### src/rtl/gpio_irq_pkg.sv
// Package: shared offsets and sizes of the GPIO interrupt detector.
// Assumes byte offsets on a 12-bit address; software depends on these values.
package gpio_irq_pkg;
    localparam int ADDR_W = 12;
    localparam logic [ADDR_W-1:0] OFS_MODE   = 12'h404;
    localparam logic [ADDR_W-1:0] OFS_DUAL   = 12'h408;
    localparam logic [ADDR_W-1:0] OFS_POL    = 12'h40C;
    localparam logic [ADDR_W-1:0] OFS_ENABLE = 12'h410;
    localparam logic [ADDR_W-1:0] OFS_RAW    = 12'h414;
    localparam logic [ADDR_W-1:0] OFS_MASKED = 12'h418;
    localparam logic [ADDR_W-1:0] OFS_CLEAR  = 12'h41C;
endpackage

### src/rtl/gpio_irq_cfg.sv
// Configuration registers and read mux of the interrupt detector.
// Assumes one-clock write strobes; reads are combinational on the address.
module gpio_irq_cfg
    import gpio_irq_pkg::*;
#(
    parameter int LINES = 8
) (
    input  logic              clk,
    input  logic              rst_n,
    input  logic              bus_wr,
    input  logic [ADDR_W-1:0] bus_addr,
    input  logic [LINES-1:0]  bus_wdata,
    output logic [LINES-1:0]  bus_rdata,
    input  logic [LINES-1:0]  raw_stat,
    input  logic [LINES-1:0]  masked_stat,
    output logic [LINES-1:0]  mode_lvl,
    output logic [LINES-1:0]  dual_edge,
    output logic [LINES-1:0]  polarity,
    output logic [LINES-1:0]  enable,
    output logic [LINES-1:0]  clr_pulse
);
    logic hit_mode, hit_dual, hit_pol, hit_en, hit_clr;

    // Decode which register a write targets.
    always_comb begin
        hit_mode = bus_wr && (bus_addr == OFS_MODE);
        hit_dual = bus_wr && (bus_addr == OFS_DUAL);
        hit_pol  = bus_wr && (bus_addr == OFS_POL);
        hit_en   = bus_wr && (bus_addr == OFS_ENABLE);
        hit_clr  = bus_wr && (bus_addr == OFS_CLEAR);
    end

    // Hold the four configuration bytes.
    always_ff @(posedge clk) begin
        if (!rst_n) begin
            mode_lvl  <= '0;
            dual_edge <= '0;
            polarity  <= '0;
            enable    <= '0;
        end else begin
            if (hit_mode) mode_lvl  <= bus_wdata;
            if (hit_dual) dual_edge <= bus_wdata;
            if (hit_pol)  polarity  <= bus_wdata;
            if (hit_en)   enable    <= bus_wdata;
        end
    end

    // Turn a write to the clear offset into one clock of clear bits.
    always_comb clr_pulse = hit_clr ? bus_wdata : '0;

    // Select read data; the clear offset and unknown offsets read 0.
    always_comb begin
        unique case (bus_addr)
            OFS_MODE:   bus_rdata = mode_lvl;
            OFS_DUAL:   bus_rdata = dual_edge;
            OFS_POL:    bus_rdata = polarity;
            OFS_ENABLE: bus_rdata = enable;
            OFS_RAW:    bus_rdata = raw_stat;
            OFS_MASKED: bus_rdata = masked_stat;
            default:    bus_rdata = '0;
        endcase
    end

    // a written configuration byte is held on the next clock.
    assert_mode_write_R1: assert property (@(posedge clk) disable iff (!rst_n)
        hit_mode |=> mode_lvl == $past(bus_wdata));
    assert_enable_write_R1: assert property (@(posedge clk) disable iff (!rst_n)
        hit_en |=> enable == $past(bus_wdata));
endmodule

### src/rtl/gpio_irq_line.sv
// Event detector for one input line: level compare or latched edge.
// Assumes pin is already synchronised to clk.
module gpio_irq_line (
    input  logic clk,
    input  logic rst_n,
    input  logic pin,
    input  logic mode_lvl,
    input  logic dual_edge,
    input  logic polarity,
    input  logic clr,
    output logic raw
);
    logic pin_prev;
    logic rise, fall, edge_hit;
    logic edge_seen;

    // Remember the input from one clock earlier.
    always_ff @(posedge clk) begin
        if (!rst_n) pin_prev <= 1'b0;
        else        pin_prev <= pin;
    end

    // Classify the transition against the programmed edge choice.
    always_comb begin
        rise = pin & ~pin_prev;
        fall = ~pin & pin_prev;
        if (mode_lvl)       edge_hit = 1'b0;
        else if (dual_edge) edge_hit = rise | fall;
        else if (polarity)  edge_hit = rise;
        else                edge_hit = fall;
    end

    // Sticky edge event; a new edge beats a clear in the same clock.
    always_ff @(posedge clk) begin
        if (!rst_n)        edge_seen <= 1'b0;
        else if (edge_hit) edge_seen <= 1'b1;
        else if (clr)      edge_seen <= 1'b0;
    end

    // Level lines report live; edge lines report the latch.
    always_comb raw = mode_lvl ? (pin == polarity) : edge_seen;

    // an edge always leaves the latch set, clear or not.
    assert_edge_wins_R7: assert property (@(posedge clk) disable iff (!rst_n)
        edge_hit |=> edge_seen);
    // without a clear the event holds.
    assert_edge_sticky_R6: assert property (@(posedge clk) disable iff (!rst_n)
        (edge_seen && !clr) |=> edge_seen);
    // a clear with no edge drops the event.
    assert_edge_cleared_R6: assert property (@(posedge clk) disable iff (!rst_n)
        (clr && !edge_hit) |=> !edge_seen);
    // no event appears without a detected edge.
    assert_no_spurious_R4: assert property (@(posedge clk) disable iff (!rst_n)
        (!edge_seen && !edge_hit) |=> !edge_seen);
endmodule

### src/rtl/gpio_irq_combine.sv
// Masks raw status with the enables and registers the OR as the interrupt.
// Assumes raw status and enables are stable in the same clock domain.
module gpio_irq_combine #(
    parameter int LINES = 8
) (
    input  logic             clk,
    input  logic             rst_n,
    input  logic [LINES-1:0] raw_stat,
    input  logic [LINES-1:0] enable,
    output logic [LINES-1:0] masked_stat,
    output logic             irq_out
);
    // Gate each raw bit by its enable.
    always_comb masked_stat = raw_stat & enable;

    // Register the combined request.
    always_ff @(posedge clk) begin
        if (!rst_n) irq_out <= 1'b0;
        else        irq_out <= |masked_stat;
    end

    // with every enable at 0 the request is low one clock later.
    assert_enable_blocks_R9: assert property (@(posedge clk) disable iff (!rst_n)
        (enable == '0) |=> !irq_out);
    // no masked bit without its enable.
    assert_mask_subset_R8: assert property (@(posedge clk) disable iff (!rst_n)
        (masked_stat & ~enable) == '0);
endmodule

### src/rtl/gpio_irq_unit.sv
// Top of the per-line GPIO interrupt detector: registers, one detector
// per line, and the combined request. Assumes synchronised inputs.
module gpio_irq_unit
    import gpio_irq_pkg::*;
#(
    parameter int LINES = 8
) (
    input  logic              clk,
    input  logic              rst_n,
    input  logic              bus_wr,
    input  logic [ADDR_W-1:0] bus_addr,
    input  logic [LINES-1:0]  bus_wdata,
    output logic [LINES-1:0]  bus_rdata,
    input  logic [LINES-1:0]  pin_in,
    output logic              irq_out
);
    logic [LINES-1:0] mode_lvl, dual_edge, polarity, enable, clr_pulse;
    logic [LINES-1:0] raw_stat, masked_stat;

    gpio_irq_cfg #(.LINES(LINES)) u_cfg (
        .clk(clk), .rst_n(rst_n),
        .bus_wr(bus_wr), .bus_addr(bus_addr),
        .bus_wdata(bus_wdata), .bus_rdata(bus_rdata),
        .raw_stat(raw_stat), .masked_stat(masked_stat),
        .mode_lvl(mode_lvl), .dual_edge(dual_edge),
        .polarity(polarity), .enable(enable), .clr_pulse(clr_pulse)
    );

    for (genvar i = 0; i < LINES; i++) begin : g_line
        gpio_irq_line u_line (
            .clk(clk), .rst_n(rst_n), .pin(pin_in[i]),
            .mode_lvl(mode_lvl[i]), .dual_edge(dual_edge[i]),
            .polarity(polarity[i]), .clr(clr_pulse[i]),
            .raw(raw_stat[i])
        );
    end

    gpio_irq_combine #(.LINES(LINES)) u_comb (
        .clk(clk), .rst_n(rst_n),
        .raw_stat(raw_stat), .enable(enable),
        .masked_stat(masked_stat), .irq_out(irq_out)
    );

    // the request is low in the clock after reset.
    assert_reset_quiet_R11: assert property (@(posedge clk)
        !rst_n |=> !irq_out);
endmodule

### config.mk
export PLATFORM = sky130hd
export DESIGN_NAME = gpio_irq_unit
export DESIGN_NICKNAME = d
export VERILOG_FILES = /design/src/rtl/gpio_irq_pkg.sv /design/src/rtl/gpio_irq_cfg.sv /design/src/rtl/gpio_irq_line.sv /design/src/rtl/gpio_irq_combine.sv /design/src/rtl/gpio_irq_unit.sv
export SDC_FILE = /design/constraint.sdc
export NUM_CORES = 1
export LEC_CHECK = 0
export BUFFER_PORTS_ARGS = -buffer_cell sky130_fd_sc_hd__buf_2
export CAP_MARGIN = 5
export CORE_UTILIZATION = 42
export DETAILED_ROUTE_END_ITERATION = 7
export GPL_TIMING_DRIVEN = 0
export SYNTH_ARGS = -nofsm -noshare
export SYNTH_HDL_FRONTEND = slang
export SYNTH_SLANG_ARGS = --single-unit
### constraint.sdc
create_clock -name clk -period 3.85 [get_ports clk]
set_input_delay 0.77 -clock clk [delete_from_list [all_inputs] [get_ports clk]]
set_output_delay 0.77 -clock clk [all_outputs]
set_load 0.1 [all_outputs]
==> summary.txt, run 1 <==
Outcome
  – Status: finished, final reports clean

Worst setup path
  – CP Class: in2out
  – R2r setup slk: 2.31 ns
  – R2R depth: 4
  – Worst path max stage delay: 0.82 ns
  – CP max-delay cell: nor4b_2
  – Worst R2R Start: u_cfg.polarity[1]
  – Worst Setup SP: bus_addr[9]
  – Worst Setup End Kind: output pin
  – Setup crit start kind: input pin
  – Bufs and invs on worst path: 2
  – R2R Path End: u_comb.irq_out
  – CP max FO: 9
  – Worst Setup EP: bus_rdata[4]
  – Crit path DAT: 2.85 ns
  – WP data required: 3.08 ns
  – CP Cell Sequence: buf_2 > nor4b_2 > o311ai_0 > a221oi_2 > buf_2
  – Crit path depth: 5
  – Crit path max-delay family: simple AND/OR/NAND/NOR gates
  – CP most frequent cell: buf_2

Routing
  – DRT Pass-1 Iters: 4
  – WL final: 8440 µm
  – ANT nets after route: 0
  – Via count: 2712
  – Vias/cell: 5.61
  – Residual DRC count: 0
  – DRT iter0 DRCs: 121
  – Wire per inst: 17.5 µm

Timing
  – Clock Skew: 0.00860 ns
  – Unrepaired setup endpoints after global routing: no
  – Worst setup margin: 0.233 ns
  – Measured slew at the worst slew-check pin: 0.922 ns
  – Tmin final: 3.62 ns
  – Max Transition Viols Final: 0
  – Final hold vios: 0
  – Max Fclk: 277 MHz
  – Setup violators final: 0
  – WHS: 0.492 ns
  – Slew HR: 38.3%
  – Final cycle utilization of the critical path: 93.9%

Synth
  – Post-synth EDFFs: 0
  – Ys flop type: dfxtp_1
  – #FFs+latches synth: 49
  – Yosys cell types: 44
  – Yosys synthesis warning count: 0
  – Synth area leader: dfxtp_1
  – Post-synthesis sequential area ratio: 33.3%
  – Syn Inst Count: 342
  – Asr flop ratio synth: 0%
  – Syn_nets: 389
  – Synthesized area per cell: 8.60 µm²
  – Cell Area, Synth: 2940 µm²
  – Top cell type's share of synthesized area: 33.3%
  – Synth top area cells: dfxtp_1 33%, mux2i_1 9.5%, ha_1 6.8%

Cells and area
  – Final Non-Filler Cells: 483
  – Finished Core Util: 50.0%
  – Synthesis-to-finish area growth: 15.4%
  – Fraction of layout cells with a size suffix above 1: 18.1%
  – Most frequent cells in the layout: 49 x dfxtp_1, 40 x nand2_1, 38 x buf_2
  – Final Net Count: 433
  – Most common library cell in the layout ignoring fill and taps: dfxtp_1
  – Antenna Cells: 0
  – Filler cell count: 666
  – Multi-input logic area: 1820 µm²
  – Flip-flop and latch area: 981 µm²

Pwr
  – Leak: 1.39 nW
  – Logic pwr share: 11.4%
  – Int Pwr: 0.717 mW
  – VDD IR-drop max: 0.192 mV
  – Switch Pwr: 0.260 mW
  – Power per cell area: 288 nW/µm²
  – Seq pwr share: 53.5%
  – Clk network pwr share: 35.1%
  – Switch share: 26.6%

Placed design
  – Placed Cells: 475
  – Port buffer count: 37
  – DPL Wire Length: 5920 µm
  – Placer Congestion: 0.871
  – Pre-CTS setup slack: 0.254 ns

Floorplanning
  – Die W: 85.7 µm
  – Ports: 40
  – Row count: 30
  – Initial Util: 43.3%
  – Core area: 6790 µm²
  – Die Height: 85.7 µm
  – Die area: 7350 µm²

CTS
  – CTS tree: built
  – Post-CTS Setup Inserts: 0
  – CTS buffer count: 5
  – Num Clock Sinks: 49
  – Max H-tree Level: 2
  – Root buf cell: clkbuf_8
  – Post-CTS Resized: 0
  – Reg clk slew, reported paths: 0.09 ns
  – Clock Path Buffers: 2
  – Worst-Skew Late Latency: 0.31 ns
  – Post-cts hold buffer count: 0

Global routing
  – Vias in the first global route: 2569
  – Global route overflow: 0
  – First-pass GRT wire length: 13300 µm
  – Global Route Usage Sum: 24.0%
  – Largest net degree at the start of global routing: 15
  – Initial antenna violation count: 0

Job
  – # Max-Cap Violations: 0

Hold path
  – Hold WC Path Type: reg2reg
==> Yosys cell counts, types with 9 or more instances <==
master,number
a211oi_1,10
a21oi_1,29
clkbuf_1,10
dfxtp_1,49
ha_1,16
inv_1,27
mux2i_1,28
nand2_1,40
nand3_1,9
nor2_1,22
nor2b_1,10
==> layer usage <==
layer	GRT usage [%]	part of all wire (%)	wire (µm)	vias to the layer above
met5	0	0	0	-
met4	10.9	2.4	206	0
met3	3.75	4.7	398	16
met2	40.9	49	4110	82
met1	29.8	44	3730	1283
li1	-	-	-	1331
==> power by group through the flow <==
stage | sequential, mW | combinational (mW) | clock, mW
finish | 0.523 | 0.112 | 0.344
floorplan | 0.532 | 0.0633 | 0
detailed placement | 0.534 | 0.112 | 0
CTS | 0.523 | 0.113 | 0.350
global route | 0.524 | 0.123 | 0.368
global placement | 0.534 | 0.110 | 0
==> through the flow <==
stage | total power, mW | cell area (µm²) | setup TNS (ns)
after floorplan | 0.596 | 2990 | -0.0412
after global placement | 0.644 | 3290 | 0
after detailed placement | 0.646 | 3290 | 0
after CTS | 0.985 | 3400 | 0
after global routing | 1.01 | 3400 | 0
final | 0.978 | 3400 | 0
==> worst min-delay path by stage <==
stage	startpoint	endpoint	slack (ns)	cells past startpoint
3_5_place_dp	g_line[2].u_line.edge_seen	g_line[2].u_line.edge_seen	0.47	1
3_3_place_gp	g_line[2].u_line.edge_seen	g_line[2].u_line.edge_seen	0.47	1
2_1_floorplan	g_line[2].u_line.edge_seen	g_line[2].u_line.edge_seen	0.44	1
5_1_grt	u_cfg.enable[3]	u_cfg.enable[3]	0.52	2
6_report	u_cfg.enable[3]	u_cfg.enable[3]	0.49	2
4_1_cts	u_cfg.enable[3]	u_cfg.enable[3]	0.49	2
==> final cells by class <==
cell class              count  share of cell area (%)
plain buffers              17                    2.69
clock buffers               7                    2.84
clock inverters             1                   0.147
inverters                  27                    2.98
multi-input cells         249                    53.5
flip-flops and latches     49                    28.9
well taps                  96                    3.54
repair buffers             37                    5.45
==> registers in the layout (all words and copies together) (netlist names) <==
name	cells
u_cfg.enable	8
u_cfg.mode_lvl	8
u_cfg.dual_edge	8
u_cfg.polarity	8
g_line.u_line.pin_prev	8
u_comb.irq_out	1
g_line.u_line.edge_seen	8
==> tightest hold or removal path: stages, from the launching register on <==
cell and delay [ns]:
dfxtp_1 0.34, nand2_1 0.06, mux2i_1 0.05
==> cells by family after synthesis <==
family | count (synthesis) | synth area share, %
buf+inv | 44 | 6.55
flops | 49 | 33.3
simple gates | 103 | 18.4
compound gates | 93 | 22.6
fa+ha+maj | 16 | 6.80
xor+xnor | 8 | 2.38
mux | 29 | 9.91
(Power assumes the default switching activity.)
==> inputs of run 2 (changes only) <==
--- a/config.mk
+++ b/config.mk
@@ -8,8 +8,10 @@
 export BUFFER_PORTS_ARGS = -buffer_cell sky130_fd_sc_hd__buf_2
 export CAP_MARGIN = 5
 export CORE_UTILIZATION = 42
+export CTS_BUF_LIST = sky130_fd_sc_hd__clkbuf_4 sky130_fd_sc_hd__clkbuf_8 sky130_fd_sc_hd__clkbuf_16
 export DETAILED_ROUTE_END_ITERATION = 7
 export GPL_TIMING_DRIVEN = 0
+export REMOVE_ABC_BUFFERS = 1
 export SYNTH_ARGS = -nofsm -noshare
 export SYNTH_HDL_FRONTEND = slang
 export SYNTH_SLANG_ARGS = --single-unit
==> run 2 against run 1 <==
Effect of this change:
- combinational power down 7%
- design area down 3.8%
- core utilization down 1.9 points
- global-route usage down 2.1 points
- clock skew about the same
- setup slack worse by 0.040 ns
- critical path depth up 1
- cell count down 3.1%
==> summary.txt, run 2 (same netlist as run 1, synthesis figures left out) <==
CTS
  – Max H-tree Level: 2 (unchanged)
  – Post-CTS Resized: 0 (unchanged)
  – Worst-Skew Late Latency: 0.31 ns (about the same)
  – Clock Path Buffers: 2 (unchanged)
  – Post-CTS Setup Inserts: 0 (unchanged)
  – Num Clock Sinks: 49 (unchanged)
  – CTS tree: built
  – Post-cts hold buffer count: 0 (unchanged)
  – Root buf cell: clkbuf_8
  – Reg clk slew, reported paths: 0.09 ns (about the same)
  – CTS buffer count: 5 (unchanged)

Global routing
  – First-pass GRT wire length: 12300 µm (-7.6%)
  – Global route overflow: 0 (unchanged)
  – Initial antenna violation count: 0 (unchanged)
  – Global Route Usage Sum: 21.9% (-2.1 points)
  – Vias in the first global route: 2410 (-6.2%)
  – Largest net degree at the start of global routing: 34 (+19)

Timing
  – Setup violators final: 0 (unchanged)
  – Unrepaired setup endpoints after global routing: no
  – Max Transition Viols Final: 0 (unchanged)
  – Final cycle utilization of the critical path: 95.0% (+1.0 points)
  – Max Fclk: 273 MHz (-1.1%)
  – Slew HR: 25.7% (-13 points)
  – Final hold vios: 0 (unchanged)
  – Worst setup margin: 0.193 ns (-0.0400 ns)
  – Clock Skew: 0.00828 ns (-0.000326 ns)
  – Tmin final: 3.66 ns (+0.0400 ns)
  – Measured slew at the worst slew-check pin: 1.11 ns (+0.190 ns)

Worst setup path
  – Crit path DAT: 2.89 ns (+0.04 ns)
  – Bufs and invs on worst path: 2 (unchanged)
  – Setup crit start kind: input pin
  – Worst path max stage delay: 0.78 ns (-0.04 ns)
  – WP data required: 3.08 ns (about the same)
  – CP Cell Sequence: buf_2 > or4_1 > a311oi_2 > a21oi_1 > a221oi_1 > buf_2
  – Worst Setup End Kind: output pin
  – CP Class: in2out
  – CP max-delay cell: or4_1
  – CP most frequent cell: buf_2
  – Crit path max-delay family: simple AND/OR/NAND/NOR gates
  – CP max FO: 8 (-1)

Placed design
  – Placer Congestion: 0.888 (+2.0%)
  – Placed Cells: 460 (-3.2%)
  – Pre-CTS setup slack: 0.0240 ns (-0.230 ns)
  – DPL Wire Length: 5250 µm (-11%)
  – Port buffer count: 39 (+5.4%)

Routing
  – DRT iter0 DRCs: 156 (+29%)
  – Vias/cell: 5.61 (-0.14%)
  – Via count: 2624 (-3.2%)
  – Wire per inst: 16.9 µm (-3.5%)
  – Residual DRC count: 0 (unchanged)
  – DRT Pass-1 Iters: 6 (+2)
  – WL final: 7890 µm (-6.5%)
  – ANT nets after route: 0 (unchanged)

Cells and area
  – Final Net Count: 418 (-3.5%)
  – Most frequent cells in the layout: 49 x dfxtp_1, 40 x nand2_1, 39 x buf_2
  – Fraction of layout cells with a size suffix above 1: 15.6% (-2.5 points)
  – Antenna Cells: 0 (unchanged)
  – Final Non-Filler Cells: 468 (-3.1%)
  – Filler cell count: 650 (-2.4%)
  – Flip-flop and latch area: 981 µm² (unchanged)
  – Multi-input logic area: 1780 µm² (-2.0%)
  – Synthesis-to-finish area growth: 11.1%
  – Most common library cell in the layout ignoring fill and taps: dfxtp_1

Pwr
  – Power per cell area: 292 nW/µm² (+1.3%)
  – VDD IR-drop max: 0.123 mV (-36%)
  – Pwr Total: 0.954 mW (-2.5%)
  – Leak: 1.34 nW (-3.2%)

Hold path
  – Hold WC Path Type: reg2reg

Floorplanning
  – Die area: 7350 µm² (unchanged)
  – Die W: 85.7 µm (unchanged)
  – Row count: 30 (unchanged)
  – Die Height: 85.7 µm (unchanged)
  – Ports: 40 (unchanged)
  – Initial Util: 43.3% (unchanged)
  – Core area: 6790 µm² (unchanged)

Job
  – # Max-Cap Violations: 0 (unchanged)

Outcome
  – Status: finished, final reports clean
-- run 2: cell types whose count changed in the layout (fill, tap and decap cells not counted), sizes merged --
cell    before  now
clkbuf      17    8
clkinv       1    0
buf         44   39
-- run 2: path summary, 6_finish.rpt --
kind                                   start                          to  slack [ns]  depth (start not counted)
setup / recovery                 bus_addr[9]                bus_rdata[4]        0.19                          6
hold / removal    g_line[2].u_line.edge_seen  g_line[2].u_line.edge_seen        0.48                          1
setup reg to reg           u_cfg.polarity[1]              u_comb.irq_out        2.20                          4
hold reg to reg   g_line[2].u_line.edge_seen  g_line[2].u_line.edge_seen        0.48                          1
-- run 2: final cells by class --
class                           instances  area share (%)
Timing Repair Buffer                   39            5.97
Multi-Input combinational cell        249            54.4
Inverter                               27            3.10
Clock buffer                            8            2.79
Tap cell                               96            3.68
Sequential cell                        49            30.0
-- run 2: report_power, final --
part	internal, mW	total [mW]	switching, mW	leakage [nW]
clock	0.151	0.328	0.177	0.0498
sequential	0.516	0.522	0.00599	0.398
combinational	0.0364	0.104	0.0676	0.894
-- run 2: worst reg2reg max path, delay by kind of cell (launching register included) --
kind                      cells  cell delay (ns)
xor gates and xnor gates      1             0.30
DFF                           1             0.43
AOI/OAI and AO/OA             2             0.34
and+or+nand+nor               1             0.41
-- run 2: layer usage --
| layer | vias up | track usage, % | wire length (µm) |
|---|---|---|---|
| li1 | 1295 | - | - |
| met5 | - | 0 | 0 |
| met3 | 5 | 3.46 | 472 |
| met1 | 1241 | 30.3 | 3790 |
| met4 | 0 | 6.21 | 53 |
| met2 | 83 | 35.2 | 3580 |
-- run 2: metrics by stage --
stage | instance area [µm²] | util (%) | setup TNS (ns) | hold WS, ns
floorplan | 2850 | - | -6.92 | 0.442
CTS | 3260 | 48.0 | 0 | 0.482
global placement | 3170 | 46.6 | 0 | 0.456
detailed placement | 3170 | 46.6 | 0 | 0.461
global route | 3270 | 48.1 | 0 | 0.505
finish | 3270 | 48.1 | 0 | 0.478
==> inputs of run 3 (changes only) <==
==> constraint.sdc (replaced) <==
create_clock -name clk -period 4.75 [get_ports clk]
set_input_delay 0.95 -clock clk [delete_from_list [all_inputs] [get_ports clk]]
set_output_delay 0.95 -clock clk [all_outputs]
set_load 0.1 [all_outputs]
==> run 3 against run 2 <==
Effect of this change:
- core utilization down 0.15 points
- sequential share of layout area up 0.092 points
- worst hold slack worse by 0.00059 ns
- largest power group unchanged
- register-to-register slack better by 0.89 ns
- first-iteration DRC count down 8.3%
- die area unchanged
- setup slack better by 0.32 ns
==> summary.txt, run 3 (same netlist as run 1, synthesis figures left out) <==
Outcome
  – Status: finished, final reports clean

CTS
  – Post-CTS Setup Inserts: 0 (unchanged)
  – Post-cts hold buffer count: 0 (unchanged)
  – Num Clock Sinks: 49 (unchanged)
  – CTS buffer count: 5 (unchanged)
  – Root buf cell: clkbuf_8
  – Max H-tree Level: 2 (unchanged)
  – Reg clk slew, reported paths: 0.09 ns (about the same)
  – CTS tree: built
  – Post-CTS Resized: 0 (unchanged)
  – Clock Path Buffers: 2 (unchanged)
  – Worst-Skew Late Latency: 0.31 ns (about the same)

Worst setup path
  – CP max FO: 17 (+9)
  – CP Class: in2out
  – WP data required: 3.80 ns (+0.72 ns)
  – Crit path DAT: 3.29 ns (+0.40 ns)
  – R2r setup slk: 3.09 ns (+0.89 ns)
  – Worst Setup End Kind: output pin
  – Setup crit start kind: input pin

Global routing
  – Vias in the first global route: 2410 (unchanged)
  – First-pass GRT wire length: 12300 µm (unchanged)
  – Global route overflow: 0 (unchanged)
  – Global Route Usage Sum: 21.9% (unchanged)
  – Largest net degree at the start of global routing: 34 (unchanged)
  – Initial antenna violation count: 0 (unchanged)

Timing
  – Unrepaired setup endpoints after global routing: no
  – Measured slew at the worst slew-check pin: 1.13 ns (+0.0171 ns)
  – Setup violators final: 0 (unchanged)
  – Setup total negative slack: 0 ns (unchanged)
  – Final hold vios: 0 (unchanged)
  – Max Transition Viols Final: 0 (unchanged)
  – Max Fclk: 236 MHz
  – Slew HR: 24.6% (-1.1 points)
  – Worst setup margin: 0.513 ns (+0.319 ns)
  – WHS: 0.477 ns (-0.000586 ns)
  – Clock Skew: 0.00790 ns (-0.000379 ns)
  – Tmin final: 4.24 ns
  – Final cycle utilization of the critical path: 89.2%

Floorplanning
  – Row count: 30 (unchanged)
  – Die W: 85.7 µm (unchanged)
  – Core area: 6790 µm² (unchanged)
  – Initial Util: 43.3% (unchanged)
  – Die area: 7350 µm² (unchanged)
  – Ports: 40 (unchanged)
  – Die Height: 85.7 µm (unchanged)

Placed design
  – DPL Wire Length: 5250 µm (unchanged)
  – Placer Congestion: 0.888 (unchanged)
  – Port buffer count: 39 (unchanged)
  – Placed Cells: 460 (unchanged)
  – Cell Area, Placed: 3170 µm² (unchanged)
  – Pre-CTS setup slack: 0.564 ns (+0.540 ns)

Cells and area
  – Fraction of layout cells with a size suffix above 1: 15.3% (-0.27 points)
  – Most common library cell in the layout ignoring fill and taps: dfxtp_1
  – Final Non-Filler Cells: 468 (unchanged)
  – Finished Core Util: 48.0% (-0.15 points)
  – Final Net Count: 418 (unchanged)
  – Post-layout instance area: 3260 µm² (-0.31%)
  – Most frequent cells in the layout: 49 x dfxtp_1, 40 x nand2_1, 39 x buf_2
  – Antenna Cells: 0 (unchanged)
  – Multi-input logic area: 1770 µm² (-0.56%)
  – Synthesis-to-finish area growth: 10.7%
  – Filler cell count: 651 (+0.15%)
  – Flip-flop and latch area: 981 µm² (unchanged)

Routing
  – DRT iter0 DRCs: 143 (-8.3%)
  – Top layer in use: met4
  – ANT nets after route: 0 (unchanged)
  – Residual DRC count: 0 (unchanged)
  – Met3 wire len: 411 µm (-13%)
  – DRT Pass-1 Iters: 4 (-2)
  – WL final: 7860 µm (-0.47%)
  – WL met1: 3780 µm (-0.24%)
  – Wire per inst: 16.8 µm (-0.47%)
  – Met2 wire len: 3610 µm (+1.1%)
  – Via count: 2637 (+0.50%)
  – Vias/cell: 5.63 (+0.50%)

Pwr
  – Power per cell area: 237 nW/µm² (-19%)
  – Leak: 1.34 nW (-0.46%)
  – VDD IR-drop max: 0.0997 mV (-19%)
  – Pwr Total: 0.773 mW (-19%)

Hold path
  – Hold WC Path Type: reg2reg

Job
  – # Max-Cap Violations: 0 (unchanged)
-- run 3: final timing paths --
check	from	endpoint	cells after the start
setup / recovery	bus_addr[4]	bus_rdata[4]	5
hold / removal	g_line[2].u_line.edge_seen	g_line[2].u_line.edge_seen	1
setup reg to reg	u_cfg.polarity[1]	u_comb.irq_out	4
hold reg to reg	g_line[2].u_line.edge_seen	g_line[2].u_line.edge_seen	1
-- run 3: routing by layer --
metal | vias to the layer above | track usage, %
met5 | - | 0
met4 | 0 | 6.21
met3 | 5 | 3.46
met2 | 81 | 35.2
met1 | 1253 | 30.3
li1 | 1298 | -
-- run 3: layout make-up --
type	instances	share of cell area, %
inverters	27	3.11
repair buffers	39	5.99
clock buffers	8	2.80
multi-input cells	249	54.3
well taps	96	3.69
flip-flops and latches	49	30.1
-- run 3: power breakdown --
group / switching [mW] / internal [mW]
clock network: 0.144 / 0.122
registers: 0.00487 / 0.418
logic: 0.0542 / 0.0291
-- run 3: critical path, stage by stage --
cell      delay (ns)
buf_2           0.35
nor4b_2         0.85
o311ai_0        0.31
a221oi_1        0.33
buf_2           0.49
